===== src/rtl/lcd_drv_pkg.sv =====
package lcd_drv_pkg;
    localparam int SEG_W    = 7;
    localparam int NUM_FULL = 3;
    localparam int DISP_W   = NUM_FULL * SEG_W + 2;

    typedef logic [SEG_W-1:0] seg7_t;

    typedef struct packed {
        logic                     minus;
        logic                     lead;
        logic [NUM_FULL*SEG_W-1:0] full;  // hundreds, tens, units (units in low bits)
    } disp_t;

    // bit0 = a ... bit6 = g, 1 = lit
    function automatic seg7_t bcd_to_seg(input logic [3:0] code);
        seg7_t s;
        case (code)
            4'd0:    s = 7'h3F;
            4'd1:    s = 7'h06;
            4'd2:    s = 7'h5B;
            4'd3:    s = 7'h4F;
            4'd4:    s = 7'h66;
            4'd5:    s = 7'h6D;
            4'd6:    s = 7'h7D;
            4'd7:    s = 7'h07;
            4'd8:    s = 7'h7F;
            4'd9:    s = 7'h6F;
            default: s = 7'h00;
        endcase
        return s;
    endfunction
endpackage


===== src/rtl/lcd_bp_gen.sv =====
module lcd_bp_gen #(
    parameter int HALF_DIV = 400
) (
    input  logic clk,
    input  logic rst_n,
    output logic bp_q_o,
    output logic toggle_o
);
    localparam int CW = (HALF_DIV > 2) ? $clog2(HALF_DIV) : 1;
    localparam logic [CW-1:0] LAST = CW'(HALF_DIV - 1);

    typedef struct packed {
        logic [CW-1:0] cnt;
        logic          bp;
    } bp_st_t;

    bp_st_t st_d, st_q;
    logic   wrap;

    always_comb begin
        st_d = st_q;
        wrap = (st_q.cnt == LAST);
        if (wrap) begin
            st_d.cnt = '0;
            st_d.bp  = ~st_q.bp;
        end else begin
            st_d.cnt = st_q.cnt + 1'b1;
        end
    end

    always_ff @(posedge clk) begin
        if (!rst_n) st_q <= '0;
        else        st_q <= st_d;
    end

    assign bp_q_o   = st_q.bp;
    assign toggle_o = wrap;
endmodule


===== src/rtl/lcd_digit_dec.sv =====
module lcd_digit_dec
    import lcd_drv_pkg::*;
#(
    parameter int NDIG = NUM_FULL
) (
    input  logic [NDIG*4-1:0]     codes,
    input  logic                  blank,
    output logic [NDIG*SEG_W-1:0] segs
);
    for (genvar g = 0; g < NDIG; g++) begin : g_dig
        seg7_t raw;
        always_comb begin
            raw = bcd_to_seg(codes[g*4 +: 4]);
            segs[g*SEG_W +: SEG_W] = blank ? '0 : raw;
        end
    end
endmodule


===== src/rtl/lcd_seg_driver.sv =====
module lcd_seg_driver
    import lcd_drv_pkg::*;
#(
    parameter int HALF_DIV = 400
) (
    input  logic       clk,
    input  logic       rst_n,
    input  logic [3:0] bcd_units,
    input  logic [3:0] bcd_tens,
    input  logic [3:0] bcd_hundreds,
    input  logic       lead_one,
    input  logic       negative,
    input  logic       overrange,
    input  logic       lamp_test,
    output logic       bp,
    output logic [6:0] seg_units,
    output logic [6:0] seg_tens,
    output logic [6:0] seg_hundreds,
    output logic       seg_lead,
    output logic       seg_minus
);
    typedef struct packed {
        disp_t pat;
        disp_t drv;
    } top_st_t;

    top_st_t                   st_d, st_q;
    logic                      bp_q, toggle, bp_next;
    logic [NUM_FULL*SEG_W-1:0] dec_segs;
    disp_t                     fresh;

    lcd_bp_gen #(.HALF_DIV(HALF_DIV)) u_bp (
        .clk     (clk),
        .rst_n   (rst_n),
        .bp_q_o  (bp_q),
        .toggle_o(toggle)
    );

    lcd_digit_dec #(.NDIG(NUM_FULL)) u_dec (
        .codes({bcd_hundreds, bcd_tens, bcd_units}),
        .blank(overrange),
        .segs (dec_segs)
    );

    always_comb begin
        fresh.full  = dec_segs;
        fresh.lead  = lead_one | overrange;
        fresh.minus = negative;
        bp_next     = bp_q ^ toggle;

        st_d = st_q;
        if (toggle) st_d.pat = fresh;
        if (lamp_test) st_d.drv = '1;
        else           st_d.drv = st_d.pat ^ {DISP_W{bp_next}};
    end

    always_ff @(posedge clk) begin
        if (!rst_n) st_q <= '0;
        else        st_q <= st_d;
    end

    assign bp           = bp_q;
    assign seg_units    = st_q.drv.full[0*SEG_W +: SEG_W];
    assign seg_tens     = st_q.drv.full[1*SEG_W +: SEG_W];
    assign seg_hundreds = st_q.drv.full[2*SEG_W +: SEG_W];
    assign seg_lead     = st_q.drv.lead;
    assign seg_minus    = st_q.drv.minus;
endmodule


===== config.mk =====
export PLATFORM = sky130hd
export DESIGN_NAME = lcd_seg_driver
export DESIGN_NICKNAME = d
export VERILOG_FILES = /design/src/rtl/lcd_drv_pkg.sv /design/src/rtl/lcd_bp_gen.sv /design/src/rtl/lcd_digit_dec.sv /design/src/rtl/lcd_seg_driver.sv
export SDC_FILE = /design/constraint.sdc
export NUM_CORES = 1
export LEC_CHECK = 0
export ABC_CLOCK_PERIOD_IN_PS = 5900
export BUFFER_PORTS_ARGS = -buffer_cell sky130_fd_sc_hd__buf_2
export CORE_AREA = 2 2 85 70
export CTS_CLUSTER_DIAMETER = 80
export DETAILED_ROUTE_END_ITERATION = 6
export DIE_AREA = 0 0 87 72
export PLACE_DENSITY = 0.79
export SLEW_MARGIN = 5
export SYNTH_ARGS = -nofsm -noshare
export SYNTH_HDL_FRONTEND = slang
export SYNTH_SLANG_ARGS = --single-unit

===== constraint.sdc =====
create_clock -name clk -period 5.9 [get_ports clk]
set_clock_uncertainty 0.05 [all_clocks]
set_input_delay 0.295 -clock clk [delete_from_list [all_inputs] [get_ports clk]]
set_output_delay 0.295 -clock clk [all_outputs]
set_load 0.02 [all_outputs]

==> results.json <==
{
  "grt_first_pass_wirelength_um": 11500,
  "ys_types": 37,
  "fin_area_um2": 3390,
  "cts_made_buffers": 5,
  "hold_class": "in2reg",
  "finalWirelength_um": 6710,
  "clkLatencyLatePin_ns": 0.31,
  "clock-sinks": 56,
  "wl_met1_um": 3180,
  "fillers": 467,
  "path_clk_slew_ns": 0.10,
  "antenna_violating_nets_post_route": 0,
  "multiInputGateArea_um2": 1790,
  "achievable-frequency_ghz": 0.390,
  "root_buffer": "sky130_fd_sc_hd__clkbuf_8",
  "drt-initial-drc-count": 194,
  "tightest_slew_ns": 1.09,
  "die_h_um": 72,
  "nets": 405,
  "postPlaceCellArea_um2": 3290,
  "top_layer_used": "met4",
  "via_count_of_the_first_global_routing_pass": 2531,
  "synth_top_cell_by_area": "sky130_fd_sc_hd__dfxtp_1",
  "vias": 2649,
  "synth_mux_area_share_pct": 1.04,
  "layoutNonFillerInstCount": 436,
  "synth-warning-count": 0,
  "synth-main-ff-cell": "sky130_fd_sc_hd__dfxtp_1",
  "tns_ns": 0,
  "netlist_top_cells_area": "sky130_fd_sc_hd__dfxtp_1 (34%), sky130_fd_sc_hd__a2111oi_2 (8.3%), sky130_fd_sc_hd__ha_1 (6.1%)",
  "gr-total-overflow": 0,
  "fraction_of_the_mapped_netlist_area_in_adder_cells_pct": 6.14,
  "synth.top_cell.area_share_pct": 34.4,
  "vias_per_cell": 6.08,
  "worst-path-max-fanout": 23,
  "mappedNetlistArea_um2": 3260,
  "routed-wl-met2_um": 3110,
  "drive_above_1_share_pct": 21.0,
  "timing.final.setup_violations": 0,
  "buffer_ports.inserted": 41,
  "grt_max_degree": 43,
  "postCtsSetupRepairBufs": 0,
  "num_io_pins": 42,
  "simple_gate_portion_of_the_synthesized_area_pct": 15.2,
  "synth_xor_area_share_pct": 2.42,
  "status": "completed",
  "post-route-drc-count": 0,
  "power.density_cell_area_nw_per_um2": 210,
  "dpl.cell_count": 429,
  "syn-instance-count": 369,
  "initial_utilization_pct": 60.6,
  "worst_ep_required_time_ns": 6.03,
  "rsz0062_at_grt": "no",
  "timing.slew.headroom_pct": 27.5,
  "synth-compound-area-share_pct": 29.8,
  "ctsResizeCount": 0,
  "cts_tree": "built",
  "classification_of_the_worst_setup_path": "reg2reg",
  "period_share_pct": 43.4,
  "ys_async_rst_share_pct": 0,
  "synth_area_per_cell_um2": 8.83,
  "wl_met3_um": 342,
  "place.detailed.hpwl_um": 4530,
  "cap_violations": 0,
  "finalHoldViolations": 0,
  "globalplace.congestion": 0.802,
  "fin_worst_hold_slack_ns": 0.180,
  "wl_per_cell_um": 15.4,
  "finalWorstPathRequiredPeriod_ns": 2.56,
  "synth-edff-count": 0,
  "floorplan.die_area_um2": 6260,
  "yosys_register_bits": 56,
  "grt_antenna_before_repair": 0,
  "crit_path_end_kind": "flip-flop",
  "start_kind": "flip-flop",
  "timing.critical_path.arrival_ns": 2.69,
  "power.ir.vdd_worst_mv": 0.117,
  "seqCellArea_um2": 1120,
  "area_overhead_of_the_layout_relative_to_synthesis_pct": 4.07,
  "antenna-diode-count": 0,
  "yosysSeqAreaShare_pct": 34.4,
  "placeableCoreArea_um2": 5380,
  "detail_route.first_pass.iterations": 5,
  "cts_max_path_buffers": 2,
  "largest_family_of_logic_cells_by_synthesized_area": "compound AO/OA/AOI/OAI gates",
  "mappedNetlistNets": 403,
  "grtUsageTotal_pct": 22.8,
  "core.rowCount": 24,
  "cts.hold.buffers_added": 0,
  "static-leakage-power_nw": 1.32,
  "final_max_slew_viol_count": 0,
  "die-width_um": 87,
  "htreeDepth": 2
}
## metrics by stage
| step | util [%] | total power, mW | setup WS [ns] |
|---|---|---|---|
| CTS | 63.1 | 0.715 | 3.30 |
| global placement | 61.3 | 0.492 | 3.44 |
| global route | 63.1 | 0.739 | 3.07 |
| detailed placement | 61.3 | 0.494 | 3.31 |
| floorplan | - | 0.476 | 3.85 |
| finish | 63.1 | 0.711 | 3.34 |
## flip-flops by register name (all words and copies together), names as in the netlist
signal,cells
u_bp.bp_q_o,1
u_bp.st_q,9
seg_hundreds,7
seg_units,7
st_q,23
seg_lead,1
seg_minus,1
seg_tens,7
## worst max-delay path, cell delays in order, from the launching register on
cell and delay, ns:
sky130_fd_sc_hd__dfxtp_1 0.38, sky130_fd_sc_hd__ha_1 0.23, sky130_fd_sc_hd__and4_1 0.67, sky130_fd_sc_hd__nand2_1 0.66, sky130_fd_sc_hd__a22oi_1 0.38, sky130_fd_sc_hd__nor2_1 0.06
## synth_stat cells, drive strengths merged, types with 7 or more instances
master    n
buf      27
ha       16
xnor2     8
nand2b   10
and3     19
nor2     38
a211oi   18
o21ai    10
a2111oi  18
a22oi    18
clkbuf   23
nand2     7
dfxtp    56
inv      17
a21oi    29
o22ai    15
## final timing paths
check	slack (ns)	depth (start not counted)	from	endpoint
min	0.18	3	negative	st_q[45]
max reg2reg	3.34	5	u_bp.st_q[1]	st_q[25]
max	3.34	5	u_bp.st_q[1]	st_q[25]
min reg2reg	0.42	1	u_bp.st_q[1]	u_bp.st_q[1]
## where the power goes
part           leakage, nW  internal, mW  total, mW  switching, mW
Combinational        0.812        0.0341     0.0940         0.0600
Clock               0.0503         0.105      0.226          0.121
Sequential           0.458         0.388      0.391        0.00347
Total                 1.32         0.527      0.711          0.184
## routing by layer
layer  GRT usage [%]  vias up
li1                -     1339
met1            30.4     1232
met2            37.7       68
met3            4.10       10
met4            7.29        0
met5               0        -
## layout make-up
cell class / instances / area share (%)
multi-input cells: 246 / 52.9
inverters: 17 / 1.88
clock buffers: 7 / 2.84
well taps: 65 / 2.40
flip-flops and latches: 56 / 33.1
repair buffers: 45 / 6.94
## placed cells by master, fill, tap and decap left out, types with 2 or more instances in the layout
| cell type | n |
|---|---|
| sky130_fd_sc_hd__dfxtp_1 | 56 |
| sky130_fd_sc_hd__buf_2 | 41 |
| sky130_fd_sc_hd__nor2_1 | 37 |
| sky130_fd_sc_hd__a21oi_1 | 29 |
| sky130_fd_sc_hd__and3_1 | 19 |
| sky130_fd_sc_hd__a22oi_1 | 18 |
| sky130_fd_sc_hd__a211oi_1 | 18 |
| sky130_fd_sc_hd__a2111oi_2 | 18 |
| sky130_fd_sc_hd__inv_1 | 17 |
| sky130_fd_sc_hd__ha_1 | 16 |
| sky130_fd_sc_hd__o22ai_1 | 15 |
| sky130_fd_sc_hd__nand2b_1 | 10 |
| sky130_fd_sc_hd__o21ai_0 | 10 |
| sky130_fd_sc_hd__xnor2_1 | 8 |
| sky130_fd_sc_hd__nand2_1 | 7 |
| sky130_fd_sc_hd__clkbuf_8 | 7 |
| sky130_fd_sc_hd__buf_4 | 4 |
| sky130_fd_sc_hd__nand3_1 | 3 |
| sky130_fd_sc_hd__nand4_1 | 3 |
| sky130_fd_sc_hd__mux2_2 | 3 |
| sky130_fd_sc_hd__nor2b_1 | 3 |
| sky130_fd_sc_hd__a21o_1 | 3 |
| sky130_fd_sc_hd__o21a_1 | 3 |
| sky130_fd_sc_hd__o211ai_1 | 3 |
| sky130_fd_sc_hd__o31a_1 | 3 |
| sky130_fd_sc_hd__o311a_1 | 3 |
| sky130_fd_sc_hd__or3_1 | 2 |
| sky130_fd_sc_hd__a311oi_1 | 2 |
## cell families after synthesis
kind of cell | count (synthesis)
XOR/XNOR | 9
flip-flops | 56
buffers and inverters | 67
adder cells (fa/ha/maj) | 16
AO/OA/AOI/OAI | 125
AND/OR/NAND/NOR | 93
multiplexers | 3
Note: power is estimated with default switching activity, not from simulation.
